$ cat src/rtl/prio_irq_pkg.sv
package prio_irq_pkg;

  typedef enum logic [2:0] {
    ST_UNCONF = 3'd0,
    ST_BASE   = 3'd1,
    ST_CASC   = 3'd2,
    ST_MODE   = 3'd3,
    ST_RUN    = 3'd4
  } setup_st_t;

  localparam logic [7:0] CMD_SETUP   = 8'h11;
  localparam logic [7:0] CMD_SHOW_IS = 8'h0B;
  localparam logic [7:0] CMD_SHOW_RQ = 8'h0A;
  localparam logic [7:0] CMD_EOI_0   = 8'h60;
  localparam int         AUTO_EOI_BIT = 1;

endpackage

$ cat src/rtl/pic_edge_latch.sv
module pic_edge_latch #(
  parameter int N_IN = 8
) (
  input  logic            clk,
  input  logic            rst,
  input  logic [N_IN-1:0] irq_in,
  input  logic [N_IN-1:0] grant_clr,
  output logic [N_IN-1:0] req_q
);

  logic [N_IN-1:0] prev_q;

  for (genvar g = 0; g < N_IN; g++) begin : g_bit
    always_ff @(posedge clk) begin
      if (rst) begin
        prev_q[g] <= 1'b0;
        req_q[g]  <= 1'b0;
      end else begin
        prev_q[g] <= irq_in[g];
        // a fresh edge outranks a grant in the same cycle
        req_q[g]  <= (req_q[g] & ~grant_clr[g]) | (irq_in[g] & ~prev_q[g]);
      end
    end
  end

endmodule

$ cat src/rtl/pic_prio_resolve.sv
module pic_prio_resolve #(
  parameter int N_IN  = 8,
  parameter int LVL_W = 3
) (
  input  logic [N_IN-1:0]  req,
  input  logic [N_IN-1:0]  mask,
  input  logic [N_IN-1:0]  insvc,
  output logic             fwd,
  output logic [LVL_W-1:0] fwd_lvl
);

  logic [N_IN-1:0]  cand;
  logic             cand_any;
  logic             svc_any;
  logic [LVL_W-1:0] svc_lvl;

  assign cand = req & ~mask;

  always_comb begin
    cand_any = 1'b0;
    fwd_lvl  = '0;
    svc_any  = 1'b0;
    svc_lvl  = '0;
    for (int i = N_IN - 1; i >= 0; i--) begin
      if (cand[i]) begin
        cand_any = 1'b1;
        fwd_lvl  = LVL_W'(i);
      end
      if (insvc[i]) begin
        svc_any = 1'b1;
        svc_lvl = LVL_W'(i);
      end
    end
    fwd = cand_any && (!svc_any || (fwd_lvl < svc_lvl));
  end

endmodule

$ cat src/rtl/pic_cmd_decode.sv
module pic_cmd_decode
  import prio_irq_pkg::*;
#(
  parameter int N_IN  = 8,
  parameter int DW    = 8,
  parameter int LVL_W = 3
) (
  input  logic            clk,
  input  logic            rst,
  input  logic            wr_en,
  input  logic            addr_sel,
  input  logic [DW-1:0]   wr_data,
  input  logic            rd_en,
  input  logic [N_IN-1:0] req_q,
  input  logic [N_IN-1:0] isr_q,
  output logic            ready,
  output logic [DW-1:0]   vec_base,
  output logic [N_IN-1:0] casc_cfg,
  output logic            auto_eoi,
  output logic [N_IN-1:0] mask_q,
  output logic            setup_hit,
  output logic [N_IN-1:0] eoi_clr,
  output logic [DW-1:0]   rd_data
);

  localparam logic [DW-LVL_W-1:0] EOI_TAG = CMD_EOI_0[DW-1:LVL_W];

  setup_st_t st_q;
  logic      show_isr_q;
  logic      cmd_wr;
  logic      dat_wr;
  logic      eoi_hit;

  assign cmd_wr    = wr_en && !addr_sel;
  assign dat_wr    = wr_en && addr_sel;
  assign setup_hit = cmd_wr && (wr_data == CMD_SETUP);
  assign eoi_hit   = cmd_wr && (wr_data[DW-1:LVL_W] == EOI_TAG);
  assign ready     = (st_q == ST_RUN);

  always_comb begin
    for (int i = 0; i < N_IN; i++) begin
      eoi_clr[i] = eoi_hit && (wr_data[LVL_W-1:0] == LVL_W'(i));
    end
  end

  always_ff @(posedge clk) begin
    if (rst) begin
      st_q       <= ST_UNCONF;
      show_isr_q <= 1'b0;
      vec_base   <= '0;
      casc_cfg   <= '0;
      auto_eoi   <= 1'b0;
      mask_q     <= '1;
      rd_data    <= '0;
    end else begin
      if (setup_hit) begin
        st_q       <= ST_BASE;
        show_isr_q <= 1'b0;
      end else if (cmd_wr && wr_data == CMD_SHOW_IS) begin
        show_isr_q <= 1'b1;
      end else if (cmd_wr && wr_data == CMD_SHOW_RQ) begin
        show_isr_q <= 1'b0;
      end

      if (dat_wr) begin
        case (st_q)
          ST_BASE: begin
            vec_base <= wr_data;
            st_q     <= ST_CASC;
          end
          ST_CASC: begin
            casc_cfg <= N_IN'(wr_data);
            st_q     <= ST_MODE;
          end
          ST_MODE: begin
            auto_eoi <= wr_data[AUTO_EOI_BIT];
            st_q     <= ST_RUN;
          end
          default: mask_q <= N_IN'(wr_data);
        endcase
      end

      if (rd_en) begin
        if (addr_sel)        rd_data <= DW'(mask_q);
        else if (show_isr_q) rd_data <= DW'(isr_q);
        else                 rd_data <= DW'(req_q);
      end
    end
  end

endmodule

$ cat src/rtl/prio_irq_ctrl.sv
module prio_irq_ctrl #(
  parameter int N_IN = 8,
  parameter int DW   = 8
) (
  input  logic          clk,
  input  logic          rst,
  input  logic          wr_en,
  input  logic          addr_sel,
  input  logic [DW-1:0] wr_data,
  input  logic          rd_en,
  output logic [DW-1:0] rd_data,
  input  logic [N_IN-1:0] irq_in,
  output logic          int_req,
  input  logic          ack_strobe,
  output logic          ack_valid,
  output logic [DW-1:0] ack_vector,
  input  logic          slave_sel,
  input  logic [$clog2(N_IN)-1:0] cas_id_in,
  output logic [$clog2(N_IN)-1:0] cas_id_out,
  output logic          cas_drive
);

  localparam int LVL_W = $clog2(N_IN);
  localparam logic [LVL_W-1:0] SPUR_LVL = LVL_W'(N_IN - 1);

  logic            ready_q;
  logic [DW-1:0]   vec_base;
  logic [N_IN-1:0] casc_cfg;
  logic            aeoi_q;
  logic [N_IN-1:0] imr_q;
  logic            setup_hit;
  logic [N_IN-1:0] eoi_clr;
  logic [N_IN-1:0] req_q;
  logic [N_IN-1:0] isr_q;
  logic            fwd;
  logic [LVL_W-1:0] fwd_lvl;
  logic            honor;
  logic [LVL_W-1:0] grant_lvl;
  logic [N_IN-1:0] grant_oh;
  logic            to_slave;

  pic_cmd_decode #(.N_IN(N_IN), .DW(DW), .LVL_W(LVL_W)) u_dec (
    .clk(clk), .rst(rst), .wr_en(wr_en), .addr_sel(addr_sel),
    .wr_data(wr_data), .rd_en(rd_en), .req_q(req_q), .isr_q(isr_q),
    .ready(ready_q), .vec_base(vec_base), .casc_cfg(casc_cfg),
    .auto_eoi(aeoi_q), .mask_q(imr_q), .setup_hit(setup_hit),
    .eoi_clr(eoi_clr), .rd_data(rd_data)
  );

  pic_edge_latch #(.N_IN(N_IN)) u_req (
    .clk(clk), .rst(rst), .irq_in(irq_in),
    .grant_clr(grant_oh), .req_q(req_q)
  );

  pic_prio_resolve #(.N_IN(N_IN), .LVL_W(LVL_W)) u_prio (
    .req(req_q), .mask(imr_q), .insvc(isr_q),
    .fwd(fwd), .fwd_lvl(fwd_lvl)
  );

  assign honor     = ready_q && ack_strobe &&
                     (!slave_sel || (cas_id_in == casc_cfg[LVL_W-1:0]));
  assign grant_lvl = fwd ? fwd_lvl : SPUR_LVL;
  assign to_slave  = !slave_sel && fwd && casc_cfg[fwd_lvl];

  always_comb begin
    for (int i = 0; i < N_IN; i++) begin
      grant_oh[i] = honor && fwd && (fwd_lvl == LVL_W'(i));
    end
  end

  always_ff @(posedge clk) begin
    if (rst) begin
      isr_q      <= '0;
      int_req    <= 1'b0;
      ack_valid  <= 1'b0;
      ack_vector <= '0;
      cas_drive  <= 1'b0;
      cas_id_out <= '0;
    end else begin
      if (setup_hit) isr_q <= '0;
      else           isr_q <= (isr_q & ~eoi_clr) | (aeoi_q ? '0 : grant_oh);
      int_req    <= ready_q && fwd;
      ack_valid  <= honor && !to_slave;
      ack_vector <= (honor && !to_slave) ? vec_base + DW'(grant_lvl) : '0;
      cas_drive  <= honor && to_slave;
      cas_id_out <= (honor && to_slave) ? grant_lvl : '0;
    end
  end

endmodule

$ cat config.mk
export PLATFORM = sky130hd
export DESIGN_NAME = prio_irq_ctrl
export DESIGN_NICKNAME = d
export VERILOG_FILES = /design/src/rtl/prio_irq_pkg.sv /design/src/rtl/pic_edge_latch.sv /design/src/rtl/pic_prio_resolve.sv /design/src/rtl/pic_cmd_decode.sv /design/src/rtl/prio_irq_ctrl.sv
export SDC_FILE = /design/constraint.sdc
export NUM_CORES = 1
export LEC_CHECK = 0
export BUFFER_PORTS_ARGS = -buffer_cell sky130_fd_sc_hd__buf_2
export CAP_MARGIN = 20
export CORE_UTILIZATION = 52
export DETAILED_ROUTE_END_ITERATION = 12
export PLACE_DENSITY = 0.82
export SLEW_MARGIN = 0
export SYNTH_ARGS = -nofsm -noshare
export SYNTH_HDL_FRONTEND = slang
export SYNTH_SLANG_ARGS = --single-unit
export TNS_END_PERCENT = 10
$ cat constraint.sdc
create_clock -name clk -period 3.46 [get_ports clk]
set_input_delay 0 -clock clk [delete_from_list [all_inputs] [get_ports clk]]
set_output_delay 0 -clock clk [all_outputs]
set_load 0.02 [all_outputs]
### Yosys cells after proc, flatten, opt, wreduce, memory -nomap -nowiden

Index checks and enable logic that the tools add are counted.

* add/sub/neg operators: 1
* magnitude comparators: 2
* equality and inequality tests: 23
* multiplexer cells: 43
* bitwise gates (word level): 48
* reduce and logical (&&, ||, !) cells: 48

Operator list (number)
* $mux 3: 19
* $logic_and 1x1->1: 31
* $eq 3x3->1 const B: 9
* $mux 8: 3
* $mux 1: 19
* $not 1->1: 19
* $eq 3x2->1 const B: 6
* $and 1x1->1: 16
* $and 8x8->8: 2
* $eq 8x4->1 const B: 2
* $not 8->8: 2
* $eq 3x1->1 const B: 3
* $pmux 3 s3: 1
* $add 8x3->8: 1
* $eq 8x5->1 const B: 1
* $or 1x1->1: 8
* $or 8x8->8: 1
* $reduce_and 2->1: 4
* $logic_not 3->1: 2
* $reduce_or 2->1: 3
* $eq 5x4->1 const B: 1
* $logic_not 1->1: 4
* $lt 3x4->1 const B: 1
* $bmux 1 s3: 1
* 5 further kinds: 6

* flip-flop bits (word level): 75
* input port bits: 26
* output and inout bits: 22
* word-level logic and storage cells: 194

### Depth between registers and ports, before layout

Gate-level depths: netlist of run 1.

* depth in word-level cells: 19
* depth in mapped cells: 16
* gate-level depth less buffers: 16

### Cells and area by module

From an unflattened synthesis of run 1, not the netlist that was laid out.

* cell total of the unflattened synthesis: 417
* area, all modules: 3697.3 µm²

Modules (own cells, without submodules)
* pic_cmd_decode: times used 1, cells an instance 201, area each 1667.8 µm², sequential area each 740.7 µm²
* prio_irq_ctrl: times used 1, cells an instance 122, area each 1178.6 µm², sequential area each 440.4 µm²
* pic_edge_latch: times used 1, cells an instance 49, area each 564.3 µm², sequential area each 320.3 µm²
* pic_prio_resolve: times used 1, cells an instance 45, area each 286.5 µm², sequential area each 0.0 µm²

### Least setup slack after synthesis of run 1

OpenSTA, ideal clock, no wires.

* kind: register -> register
* start point: reg isr_q[3]
* end point: reg ack_vector[4]
* setup time: 0.070 ns
* data arrival time: 3.289 ns
* required time: 3.390 ns
* path slack: 0.101 ns
* cell stages (with the launch flop): 15
* buffers on the path: 0
* period minus slack after synthesis: 3.359 ns
* path through: dfxtp_1 > or4_4 > or2b_1 > ha_1 > a211oi_1 > a31oi_1 > a21oi_1 > nand2_1 > ha_1 > fa_1 > a21oi_1 > nor2b_1 > xnor2_1 > nand2b_1 > a21oi_1

* elaborated cells on any way between the ends: 20
* those cells by class: 1 x add/sub; 1 x order compare; 9 x mux; 1 x bitwise; 8 x reduce/logical

RTL lines
* start, declared: RTL line prio_irq_ctrl.sv:34 `logic [N_IN-1:0] isr_q;`
* start signal, assigned: RTL line prio_irq_ctrl.sv:81 `else isr_q <= (isr_q & ~eoi_clr) | (aeoi_q ? '0 : grant_oh);`
* $mux 3 / $mux 1 (equally long branches) (4 in series): RTL line pic_prio_resolve.sv:29 `if (insvc[i]) begin`
* $lt 3x3->1 / $logic_not 1->1 (equally long branches): RTL line pic_prio_resolve.sv:34 `fwd = cand_any && (!svc_any || (fwd_lvl < svc_lvl));`
* $logic_or 1x1->1 *: RTL line pic_prio_resolve.sv:34
* $logic_and 1x1->1 *: RTL line pic_prio_resolve.sv:34
* $mux 3 *: RTL line prio_irq_ctrl.sv:62 `assign grant_lvl = fwd ? fwd_lvl : SPUR_LVL;`
* via grant_lvl[0]: RTL line prio_irq_ctrl.sv:38 `logic [LVL_W-1:0] grant_lvl;`
* $add 8x3->8 *: RTL line prio_irq_ctrl.sv:84 `ack_vector <= (honor && !to_slave) ? vec_base + DW'(grant_lvl) : '0;`
* end signal, assigned: RTL line prio_irq_ctrl.sv:84
* end, declared: RTL line prio_irq_ctrl.sv:16 `output logic [DW-1:0] ack_vector,`

The timed path passes the listed nets; every way through them passes the cells marked *.
A chain may end at the register's enable or synchronous reset.

### Worst setup path after layout of run 1

* start point: reg isr_q[3]
* end point: reg ack_vector[5]

The elaborated chain is that of the path after synthesis.

==> impl_metrics.env, run 1 <==
export IMPL_hold_ws_ns=0.0351
export IMPL_combPwrFrac_pct=11.0
export IMPL_grt_pass1_vias=2875
export IMPL_core_rowCount=29
export IMPL_postSynthCellCount=393
export IMPL_synth_top_area_share_pct=42.0
export IMPL_insertion_delay_ns=0.35
export IMPL_vias_per_cell=5.64
export IMPL_cpMaxStageDelayCell="or4_4"
export IMPL_max_freq_ghz=0.303
export IMPL_period_needed_ns=3.30
export IMPL_ys_warn_count=0
export IMPL_drtIter0Drc=188
export IMPL_gr_usage_met3_pct=7.30
export IMPL_synth_nets=425
export IMPL_syn_cell_area_sq_um=3580
export IMPL_ys_top_cells_by_area="dfxtp_1 (42%), mux2i_1 (10%), nand2b_1 (4.4%), a21oi_1 (4.2%), nor2_1 (3.9%)"
export IMPL_yosysUniqueCellTypes=59
export IMPL_gp_congestion=0.899
export IMPL_grt_use_total_pct=24.6
export IMPL_cts_sinks=75
export IMPL_die_area_sq_um=7220
export IMPL_setup_viol=0
export IMPL_cp_start_kind="flip-flop"
export IMPL_dp_cells=513
export IMPL_grt_busiest_layer="met2"
export IMPL_clock_skew_final_ns=0.00515
export IMPL_crit_type="reg2reg"
export IMPL_power_leakage_nw=1.81
export IMPL_cts_max_level=3
export IMPL_synthToLayoutAreaGrowth_pct=22.2
export IMPL_wl_per_cell_um=16.0
export IMPL_initial_core_util_pct=55.1
export IMPL_async_flop_share_pct=0
export IMPL_cp_slowest_stage_delay_ns=0.54
export IMPL_cp_required_ns=3.74
export IMPL_cts_tree="built"
export IMPL_diodes=0
export IMPL_cts_inserted_buffers=9
export IMPL_die_w_um=85.0
export IMPL_slew_viol_final=0
export IMPL_drc_errors=6
export IMPL_dp_hpwl_um=6110
export IMPL_coreArea_sq_um=6490
export IMPL_path_clk_slew_ns=0.07
export IMPL_relSlewSlack_pct=52.9
export IMPL_grt_start_max_net_pins=56
export IMPL_first_pass_iters=8
export IMPL_yosysTopAreaCell="dfxtp_1"
export IMPL_period_share_pct=95.3
export IMPL_worst_ep_arrival_time_ns=3.58
export IMPL_met2_usage_pct=43.6
export IMPL_pin_count=48
export IMPL_status="finished, violations left"
export IMPL_portBuffers=47
export IMPL_grt_pass1_wl_um=13700
export IMPL_crit_fanout=3
export IMPL_pwr_share_seq_pct=47.7
export IMPL_final_nets=494
export IMPL_synth_edf_count=0
export IMPL_fin_util_pct=67.3
export IMPL_ant_nets=0
export IMPL_dr_total_vias=3068
export IMPL_intPower_mw=1.45
export IMPL_end_kind="flip-flop"
export IMPL_place_ws_ns=0.0294
export IMPL_failed_checks="DRC"
export IMPL_swShare_pct=23.6
export IMPL_ys_seq_elements=75
export IMPL_syn_avg_cell_area_sq_um=9.11
export IMPL_hp_class="in2reg"
export IMPL_crit_chain="or4_4, or2b_1, ha_4, a211oi_2, a31oi_1, a21oi_1, buf_4, nand2b_4, ha_1, a21o_1, a21oi_4, nor2_1, xor2_1, nand2_1, a21oi_1"
export IMPL_cap_viol_max_count=0
export IMPL_p_clk_share_pct=41.3
export IMPL_worst_path_most_repeated_cell="a21oi_1"
export IMPL_hold_viol=0
export IMPL_grt_overflow=0
export IMPL_ys_seq_area_share_pct=42.0
export IMPL_die_y_um=85.0
export IMPL_final_common_cell="dfxtp_1"
export IMPL_layout_cells_non_filler=544
export IMPL_final_cell_mix="dfxtp_1 (75), buf_2 (47), mux2i_1 (37), nor2_1 (36)"
export IMPL_use_met1_pct=28.6
export IMPL_cts_buffer_depth=2
export IMPL_power_density_nw_per_um2=433
export IMPL_drive_gt1_share_pct=23.3
export IMPL_cts_root_buf="clkbuf_8"
export IMPL_ir_drop_mv=0.310
export IMPL_drt_total_wl_um=8700
export IMPL_power_switching_uw=448
export IMPL_synth_ff_type="dfxtp_1"
export IMPL_p_total_mw=1.90
export IMPL_layout_setup_ws_ns=0.163
export IMPL_worstMarginPinSlew_ns=0.704
export IMPL_antenna_found_initial=0
[Yosys cell counts (2+ instances only)]
cell and instances:
nor2b_1 17, nand2_1 28, or3_1 5, nor3b_1 2, or2_2 2, buf_2 2, o211ai_2 2, nand3_1 10
nor3_1 4, a32o_1 3, or2b_1 3, buf_1 4, dfxtp_1 75, mux2i_1 37, o22ai_2 2, xnor2_1 5
inv_1 12, a21oi_1 30, a21oi_2 2, a211oi_1 3, o21ai_0 26, mux4_2 2, clkbuf_1 9, nand2b_1 25
nand3b_1 2, nor2_1 37, and3_1 2, ha_1 5, a22o_1 2, xor2_1 4, o31ai_1 3
[power by group through the flow]
stage / Clock [mW] / Sequential, mW / Combinational (mW)
6_report: 0.783 / 0.903 / 0.209
2_1_floorplan: 0 / 0.926 / 0.112
5_1_grt: 0.832 / 0.906 / 0.228
3_5_place_dp: 0 / 0.923 / 0.186
3_3_place_gp: 0 / 0.922 / 0.182
4_1_cts: 0.792 / 0.903 / 0.199
[path summary, 6_finish.rpt]
kind,end,slack (ns),from,cells past startpoint
worst min-delay path,ack_vector[3]$_SDFF_PP0_,0.04,rst,4
worst max register to register,ack_vector[5]$_SDFF_PP0_,0.16,isr_q[3]$_SDFF_PP0_,15
worst min register to register,u_req.req_q[5]$_SDFF_PP0_,0.43,u_req.prev_q[5]$_SDFF_PP0_,1
worst max-delay path,ack_vector[5]$_SDFF_PP0_,0.16,isr_q[3]$_SDFF_PP0_,15
[logic make-up (layout without fill, tap and decap cells)]
group,Yosys count,in the layout,synth area share [%]
muxes,39,39,11.6
buffers and inverters,30,104,3.43
adders and majority gates,6,6,2.31
xor gates and xnor gates,9,9,2.20
DFF,75,75,42.0
and+or+nand+nor,151,151,22.9
AOI/OAI and AO/OA,83,83,15.6
[cell type report]
cell class                      count  area (sq um)
Clock buffer                       13           169
Clock inverter                      3          68.8
Fill cell                         536          2120
Inverter                           14          52.6
Multi-Input combinational cell    288          2010
Sequential cell                    75          1500
Tap cell                           77          96.3
Timing Repair Buffer               74           473
[metrics by stage]
stage,instance area [sq um],TNS [ns]
floorplan,3580,0
global placement,3930,0
detailed placement,3930,0
CTS,4310,0
global route,4370,-0.116
finish,4370,0
[critical path: cells and delay by family (launching register included)]
family	cells	cell delay [ns]
AOI/OAI and AO/OA	6	1.05
xor gates and xnor gates	1	0.15
adders and majority gates	2	0.52
buffers and inverters	1	0.16
DFF	1	0.32
and+or+nand+nor	5	1.03
[what timing repair did]
item | CTS | global route
hold buffers | 14 | 0
buffers inserted | 0 | 1
pin swaps | 0 | 7
resized for setup | 1 | 11
endpoints found under the setup margin | 2 | 5
endpoints found under the hold margin | 29 | 0
[state kept, by name, indices dropped and copies added (netlist names)]
register / count
ack_vector: 8
isr_q: 8
u_dec.casc_cfg: 8
u_dec.mask_q: 8
u_dec.rd_data: 8
u_dec.vec_base: 8
u_req.prev_q: 8
u_req.req_q: 8
cas_id_out: 3
u_dec.st_q: 3
ack_valid: 1
cas_drive: 1
int_req: 1
u_dec.auto_eoi: 1
u_dec.show_isr_q: 1
[per-layer routing]
layer	routed length (um)	share of wire [%]	up-vias
li1	-	-	1505
met5	0	0	-
met1	3610	42	1436
met2	4390	50	100
met4	194	2.2	0
met3	501	5.8	27
(Power assumes the default switching activity.)
==> inputs of run 2 (changes only) <==
==> constraint.sdc (replaced) <==
create_clock -name clk -period 2.9 [get_ports clk]
set_input_delay 0 -clock clk [delete_from_list [all_inputs] [get_ports clk]]
set_output_delay 0 -clock clk [all_outputs]
set_load 0.02 [all_outputs]
==> impl_metrics.env, run 2 (synthesis gave the netlist of run 1 again) <==
export IMPL_intPower_mw=1.59
export IMPL_drive_gt1_share_pct=27.5
export IMPL_place_ws_ns=-0.370
export IMPL_cts_root_buf="clkbuf_8"
export IMPL_pwr_share_seq_pct=50.1
export IMPL_cts_sinks=75
export IMPL_postPlaceCellArea_sq_um=4170
export IMPL_register_area_sq_um=1500
export IMPL_final_nets=521
export IMPL_worst_ep_arrival_time_ns=3.45
export IMPL_portBuffers=47
export IMPL_dr_total_vias=3186
export IMPL_drc_errors=7
export IMPL_gp_congestion=0.936
export IMPL_layout_setup_ws_ns=-0.252
export IMPL_ir_drop_mv=0.395
export IMPL_cts_tree="built"
export IMPL_power_switching_uw=564
export IMPL_layout_cells_non_filler=571
export IMPL_cp_slowest_stage_delay_ns=0.53
export IMPL_setup_viol=6
export IMPL_relSlewSlack_pct=54.4
export IMPL_rsz0062_at_grt="true"
export IMPL_dp_hpwl_um=6630
export IMPL_cts_buffer_depth=2
export IMPL_drt_total_wl_um=9040
export IMPL_failed_checks="DRC, setup timing"
export IMPL_grt_start_max_net_pins=52
export IMPL_crit_chain="or4_4, or2b_1, ha_4, a211oi_4, a31oi_1, a21oi_2, nand2b_1, ha_1, a21o_1, a21oi_2, nor2_1, xor2_1, nand2_1, a21oi_1"
export IMPL_grt_use_total_pct=26.6
export IMPL_path_depth=14
export IMPL_worst_path_most_repeated_cell="a21oi_2"
export IMPL_n_fill_cell=493
export IMPL_coreArea_sq_um=6490
export IMPL_vias_per_cell=5.58
export IMPL_fin_setup_tns_ns=-1.21
export IMPL_p_clk_share_pct=37.2
export IMPL_period_needed_ns=3.15
export IMPL_fin_util_pct=70.0
export IMPL_period_share_pct=109
export IMPL_slew_viol_final=0
export IMPL_pin_count=48
export IMPL_antenna_found_initial=0
export IMPL_cap_viol_max_count=0
export IMPL_status="finished, violations left"
export IMPL_power_leakage_nw=1.92
export IMPL_core_rowCount=29
export IMPL_cts_max_level=3
export IMPL_synthToLayoutAreaGrowth_pct=27.0
export IMPL_drtIter0Drc=177
export IMPL_path_clk_slew_ns=0.08
export IMPL_max_freq_ghz=0.317
export IMPL_swShare_pct=26.2
export IMPL_multi_input_area_sq_um=2020
export IMPL_final_common_cell="dfxtp_1"
export IMPL_cpLargestDelayFamily="simple AND/OR/NAND/NOR gates"
export IMPL_cts_inserted_buffers=9
export IMPL_crit_fanout=3
export IMPL_hold_depth=3
export IMPL_ant_nets=0
export IMPL_crit_type="reg2reg"
export IMPL_die_w_um=85.0
export IMPL_cp_num_buf_inv=0
export IMPL_cp_start_kind="flip-flop"
export IMPL_power_density_nw_per_um2=473
export IMPL_clock_skew_final_ns=0.0122
export IMPL_final_area_sq_um=4550
export IMPL_first_pass_iters=9
export IMPL_cp_required_ns=3.20
export IMPL_grt_overflow=0
export IMPL_die_y_um=85.0
export IMPL_hp_class="in2reg"
export IMPL_initial_core_util_pct=55.1
export IMPL_wl_per_cell_um=15.8
export IMPL_cts_setup_buffers=0
export IMPL_cpMaxStageDelayCell="or4_4"
export IMPL_worstMarginPinSlew_ns=0.682
export IMPL_r2r_cells=14
export IMPL_hold_viol=0
export IMPL_hold_ws_ns=0.0173
export IMPL_end_kind="flip-flop"
export IMPL_grt_pass1_wl_um=15000
export IMPL_diodes=0
export IMPL_die_area_sq_um=7220
export IMPL_final_cell_mix="dfxtp_1 (74), buf_2 (47), buf_4 (39), nor2_1 (37), mux2i_1 (37)"
export IMPL_dp_cells=540
export IMPL_p_total_mw=2.15
export IMPL_combPwrFrac_pct=12.7
export IMPL_grt_pass1_vias=3166
export IMPL_insertion_delay_ns=0.36
run 2: final cells by class:
type	instances	share of cell area [%]
Tap cell	77	2.12
Sequential cell	75	33.1
Timing Repair Buffer	101	14.9
Multi-Input combinational cell	288	44.5
Clock buffer	10	2.81
Inverter	14	1.16
Clock inverter	6	1.43
run 2: what timing repair did:
item / 4_1_cts / 5_1_grt
endpoints found under the hold margin: 32 / 0
hold buffers: 15 / 0
pin swaps: 5 / 2
resized for setup: 3 / 4
endpoints found under the setup margin: 7 / 13
run 2: worst register-to-register path, delay by kind of cell (launching register included):
kind	cells	cell delay [ns]
AOI/OAI and AO/OA	6	1.04
xor gates and xnor gates	1	0.12
adders and majority gates	2	0.55
DFF	1	0.32
and+or+nand+nor	5	1.09
run 2: worst paths after layout:
check                                       to  slack [ns]                        from
hold reg to reg      u_req.req_q[1]$_SDFF_PP0_        0.44  u_req.prev_q[1]$_SDFF_PP0_
hold / removal    u_dec.mask_q[1]$_SDFFE_PP1P_        0.02                  wr_data[1]
setup / recovery      ack_vector[5]$_SDFF_PP0_       -0.25         isr_q[3]$_SDFF_PP0_
setup reg to reg      ack_vector[5]$_SDFF_PP0_       -0.25         isr_q[3]$_SDFF_PP0_
run 2: power by group through the flow:
stage / Clock, mW / Sequential [mW] / Combinational [mW]
6_report: 0.800 / 1.08 / 0.273
5_1_grt: 0.843 / 1.08 / 0.296
4_1_cts: 0.810 / 1.08 / 0.271
3_5_place_dp: 0 / 1.10 / 0.252
3_3_place_gp: 0 / 1.10 / 0.244
2_1_floorplan: 0 / 1.11 / 0.142
run 2: routing by layer:
| metal | wire length [um] | global-route usage [%] | up-vias | share of wire, % |
|---|---|---|---|---|
| li1 | - | - | 1559 | - |
| met2 | 4340 | 44.9 | 130 | 48 |
| met1 | 3830 | 31.9 | 1468 | 42 |
| met4 | 278 | 14.3 | 0 | 3.1 |
| met5 | 0 | 0 | - | 0 |
| met3 | 593 | 5.25 | 29 | 6.6 |
==> inputs of run 3 (changes only) <==
--- a/config.mk
+++ b/config.mk
@@ -9,7 +9,7 @@
 export CAP_MARGIN = 20
 export CORE_UTILIZATION = 52
 export DETAILED_ROUTE_END_ITERATION = 12
-export PLACE_DENSITY = 0.82
+export PLACE_DENSITY_LB_ADDON = 0.25
 export SLEW_MARGIN = 0
 export SYNTH_ARGS = -nofsm -noshare
 export SYNTH_HDL_FRONTEND = slang
==> impl_metrics.env, run 3 (synthesis gave the netlist of run 1 again) <==
export IMPL_diodes=0
export IMPL_initial_core_util_pct=55.1
export IMPL_core_rowCount=29
export IMPL_power_switching_uw=563
export IMPL_cts_buffer_depth=2
export IMPL_crit_fanout=3
export IMPL_power_density_nw_per_um2=484
export IMPL_cts_root_buf="clkbuf_8"
export IMPL_register_area_sq_um=1500
export IMPL_status="finished, violations left"
export IMPL_reg2reg_setup_slack_ns=-0.31
export IMPL_pin_count=48
export IMPL_ir_drop_mv=0.321
export IMPL_wl_per_cell_um=15.9
export IMPL_grt_overflow=0
export IMPL_worst_path_most_repeated_cell="a21oi_2"
export IMPL_pwr_share_seq_pct=47.8
export IMPL_worstMarginPinSlew_ns=0.671
export IMPL_ant_nets=0
export IMPL_coreArea_sq_um=6490
export IMPL_cts_inserted_buffers=9
export IMPL_path_depth=14
export IMPL_grt_start_max_net_pins=40
export IMPL_layout_cells_non_filler=578
export IMPL_n_fill_cell=501
export IMPL_die_area_sq_um=7220
export IMPL_reg2reg_to="ack_vector[7]$_SDFF_PP0_"
export IMPL_dp_hpwl_um=6680
export IMPL_antenna_found_initial=0
export IMPL_slew_viol_final=0
export IMPL_p_clk_share_pct=39.2
export IMPL_clock_skew_final_ns=0.00725
export IMPL_drc_errors=4
export IMPL_period_needed_ns=3.21
export IMPL_r2r_start="isr_q[3]$_SDFF_PP0_"
export IMPL_r2r_cells=14
export IMPL_cts_tree="built"
export IMPL_end_kind="flip-flop"
export IMPL_rsz0062_at_grt="true"
export IMPL_drtIter0Drc=161
export IMPL_setup_viol=7
export IMPL_dp_cells=548
export IMPL_fin_util_pct=71.4
export IMPL_failed_checks="DRC, setup timing"
export IMPL_cp_num_buf_inv=0
export IMPL_final_common_cell="dfxtp_1"
export IMPL_relSlewSlack_pct=55.1
export IMPL_crit_type="reg2reg"
export IMPL_intPower_mw=1.68
export IMPL_cts_sinks=75
export IMPL_cts_max_level=3
export IMPL_vias_per_cell=5.55
export IMPL_synthToLayoutAreaGrowth_pct=29.5
export IMPL_path_clk_slew_ns=0.08
export IMPL_swShare_pct=25.1
export IMPL_hp_class="in2reg"
export IMPL_power_leakage_nw=1.96
export IMPL_grt_pass1_wl_um=14900
export IMPL_layout_setup_ws_ns=-0.312
export IMPL_cap_viol_max_count=0
export IMPL_crit_path_start="isr_q[3]$_SDFF_PP0_"
export IMPL_hold_viol=0
export IMPL_combPwrFrac_pct=12.9
export IMPL_portBuffers=47
export IMPL_cp_slowest_stage_delay_ns=0.53
export IMPL_die_w_um=85.0
export IMPL_crit_chain="or4_4, or2b_1, ha_4, a211oi_4, a31oi_2, a21oi_2, nand2b_1, ha_1, a21o_1, a21oi_4, nor3b_2, xor2_1, nand2_1, a21oi_2"
export IMPL_die_y_um=85.0
export IMPL_first_pass_iters=9
export IMPL_cpLargestDelayFamily="simple AND/OR/NAND/NOR gates"
export IMPL_period_share_pct=111
export IMPL_hold_ws_ns=0.0124
export IMPL_drt_total_wl_um=9220
export IMPL_worst_ep_arrival_time_ns=3.50
export IMPL_multi_input_area_sq_um=2040
export IMPL_max_freq_ghz=0.311
export IMPL_insertion_delay_ns=0.35
export IMPL_final_nets=528
export IMPL_cpMaxStageDelayCell="or4_4"
export IMPL_grt_use_total_pct=26.7
export IMPL_dr_total_vias=3208
export IMPL_endpoint="ack_vector[7]$_SDFF_PP0_"
export IMPL_final_cell_mix="dfxtp_1 (75), buf_2 (47), buf_4 (47), mux2i_1 (37), nor2_1 (36)"
export IMPL_cp_required_ns=3.19
export IMPL_drive_gt1_share_pct=28.9
export IMPL_cp_start_kind="flip-flop"
export IMPL_grt_pass1_vias=3090
export IMPL_gp_congestion=0.912
run 3: final cells by class:
class                           instances  area share (%)
Clock buffer                           10            2.75
Clock inverter                          6            1.92
Inverter                               14            1.13
Multi-Input combinational cell        288            44.0
Sequential cell                        75            32.4
Tap cell                               77            2.08
Timing Repair Buffer                  108            15.7
run 3: per-stage QoR:
step / worst slack (ns) / power [mW] / setup TNS (ns) / area, sq um
global placement: -0.252 / 1.35 / -1.13 / 4230
CTS: -0.303 / 2.25 / -1.51 / 4600
floorplan: -0.201 / 1.25 / -0.768 / 3620
global route: -0.480 / 2.31 / -2.73 / 4630
finish: -0.312 / 2.24 / -1.52 / 4630
detailed placement: -0.460 / 1.36 / -2.39 / 4230
run 3: worst min-delay path, delay by kind of cell:
family / cells / cell delay (ns)
simple gates: 1 / 0.06
mux: 1 / 0.09
buf+inv: 1 / 0.18
run 3: timing repair:
action | 4_1_cts | 5_1_grt
setup endpoints to repair | 7 | 8
hold endpoints to repair | 27 | 0
pin swaps | 7 | 4
buffers inserted | 0 | 0
gates resized for setup | 3 | 6
hold buffers | 14 | 0
cloned | 0 | 0
run 3: per-layer routing:
metal | part of all wire (%) | global-route usage [%]
met1 | 45 | 34.4
met2 | 45 | 41.6
met3 | 7.4 | 7.59
met4 | 3.0 | 12.5
met5 | 0 | 0
run 3: how the worst min path moves through the flow:
| stage | slack [ns] | start | depth (start not counted) | end |
|---|---|---|---|---|
| after floorplan | 0.12 | irq_in[1] | 2 | u_req.prev_q[1]$_SDFF_PP0_ |
| after global placement | 0.21 | irq_in[5] | 3 | u_req.prev_q[5]$_SDFF_PP0_ |
| after detailed placement | 0.22 | irq_in[5] | 3 | u_req.prev_q[5]$_SDFF_PP0_ |
| after CTS | 0.005 | wr_data[1] | 3 | u_dec.mask_q[1]$_SDFFE_PP1P_ |
| after global routing | 0.03 | wr_data[1] | 3 | u_dec.mask_q[1]$_SDFFE_PP1P_ |
| final | 0.01 | wr_data[1] | 3 | u_dec.mask_q[1]$_SDFFE_PP1P_ |
run 3: power groups by stage:
stage / combinational [mW] / sequential, mW / clock (mW)
floorplan: 0.142 / 1.11 / 0
global placement: 0.259 / 1.10 / 0
detailed placement: 0.266 / 1.10 / 0
CTS: 0.283 / 1.07 / 0.893
global route: 0.311 / 1.08 / 0.927
finish: 0.290 / 1.07 / 0.880
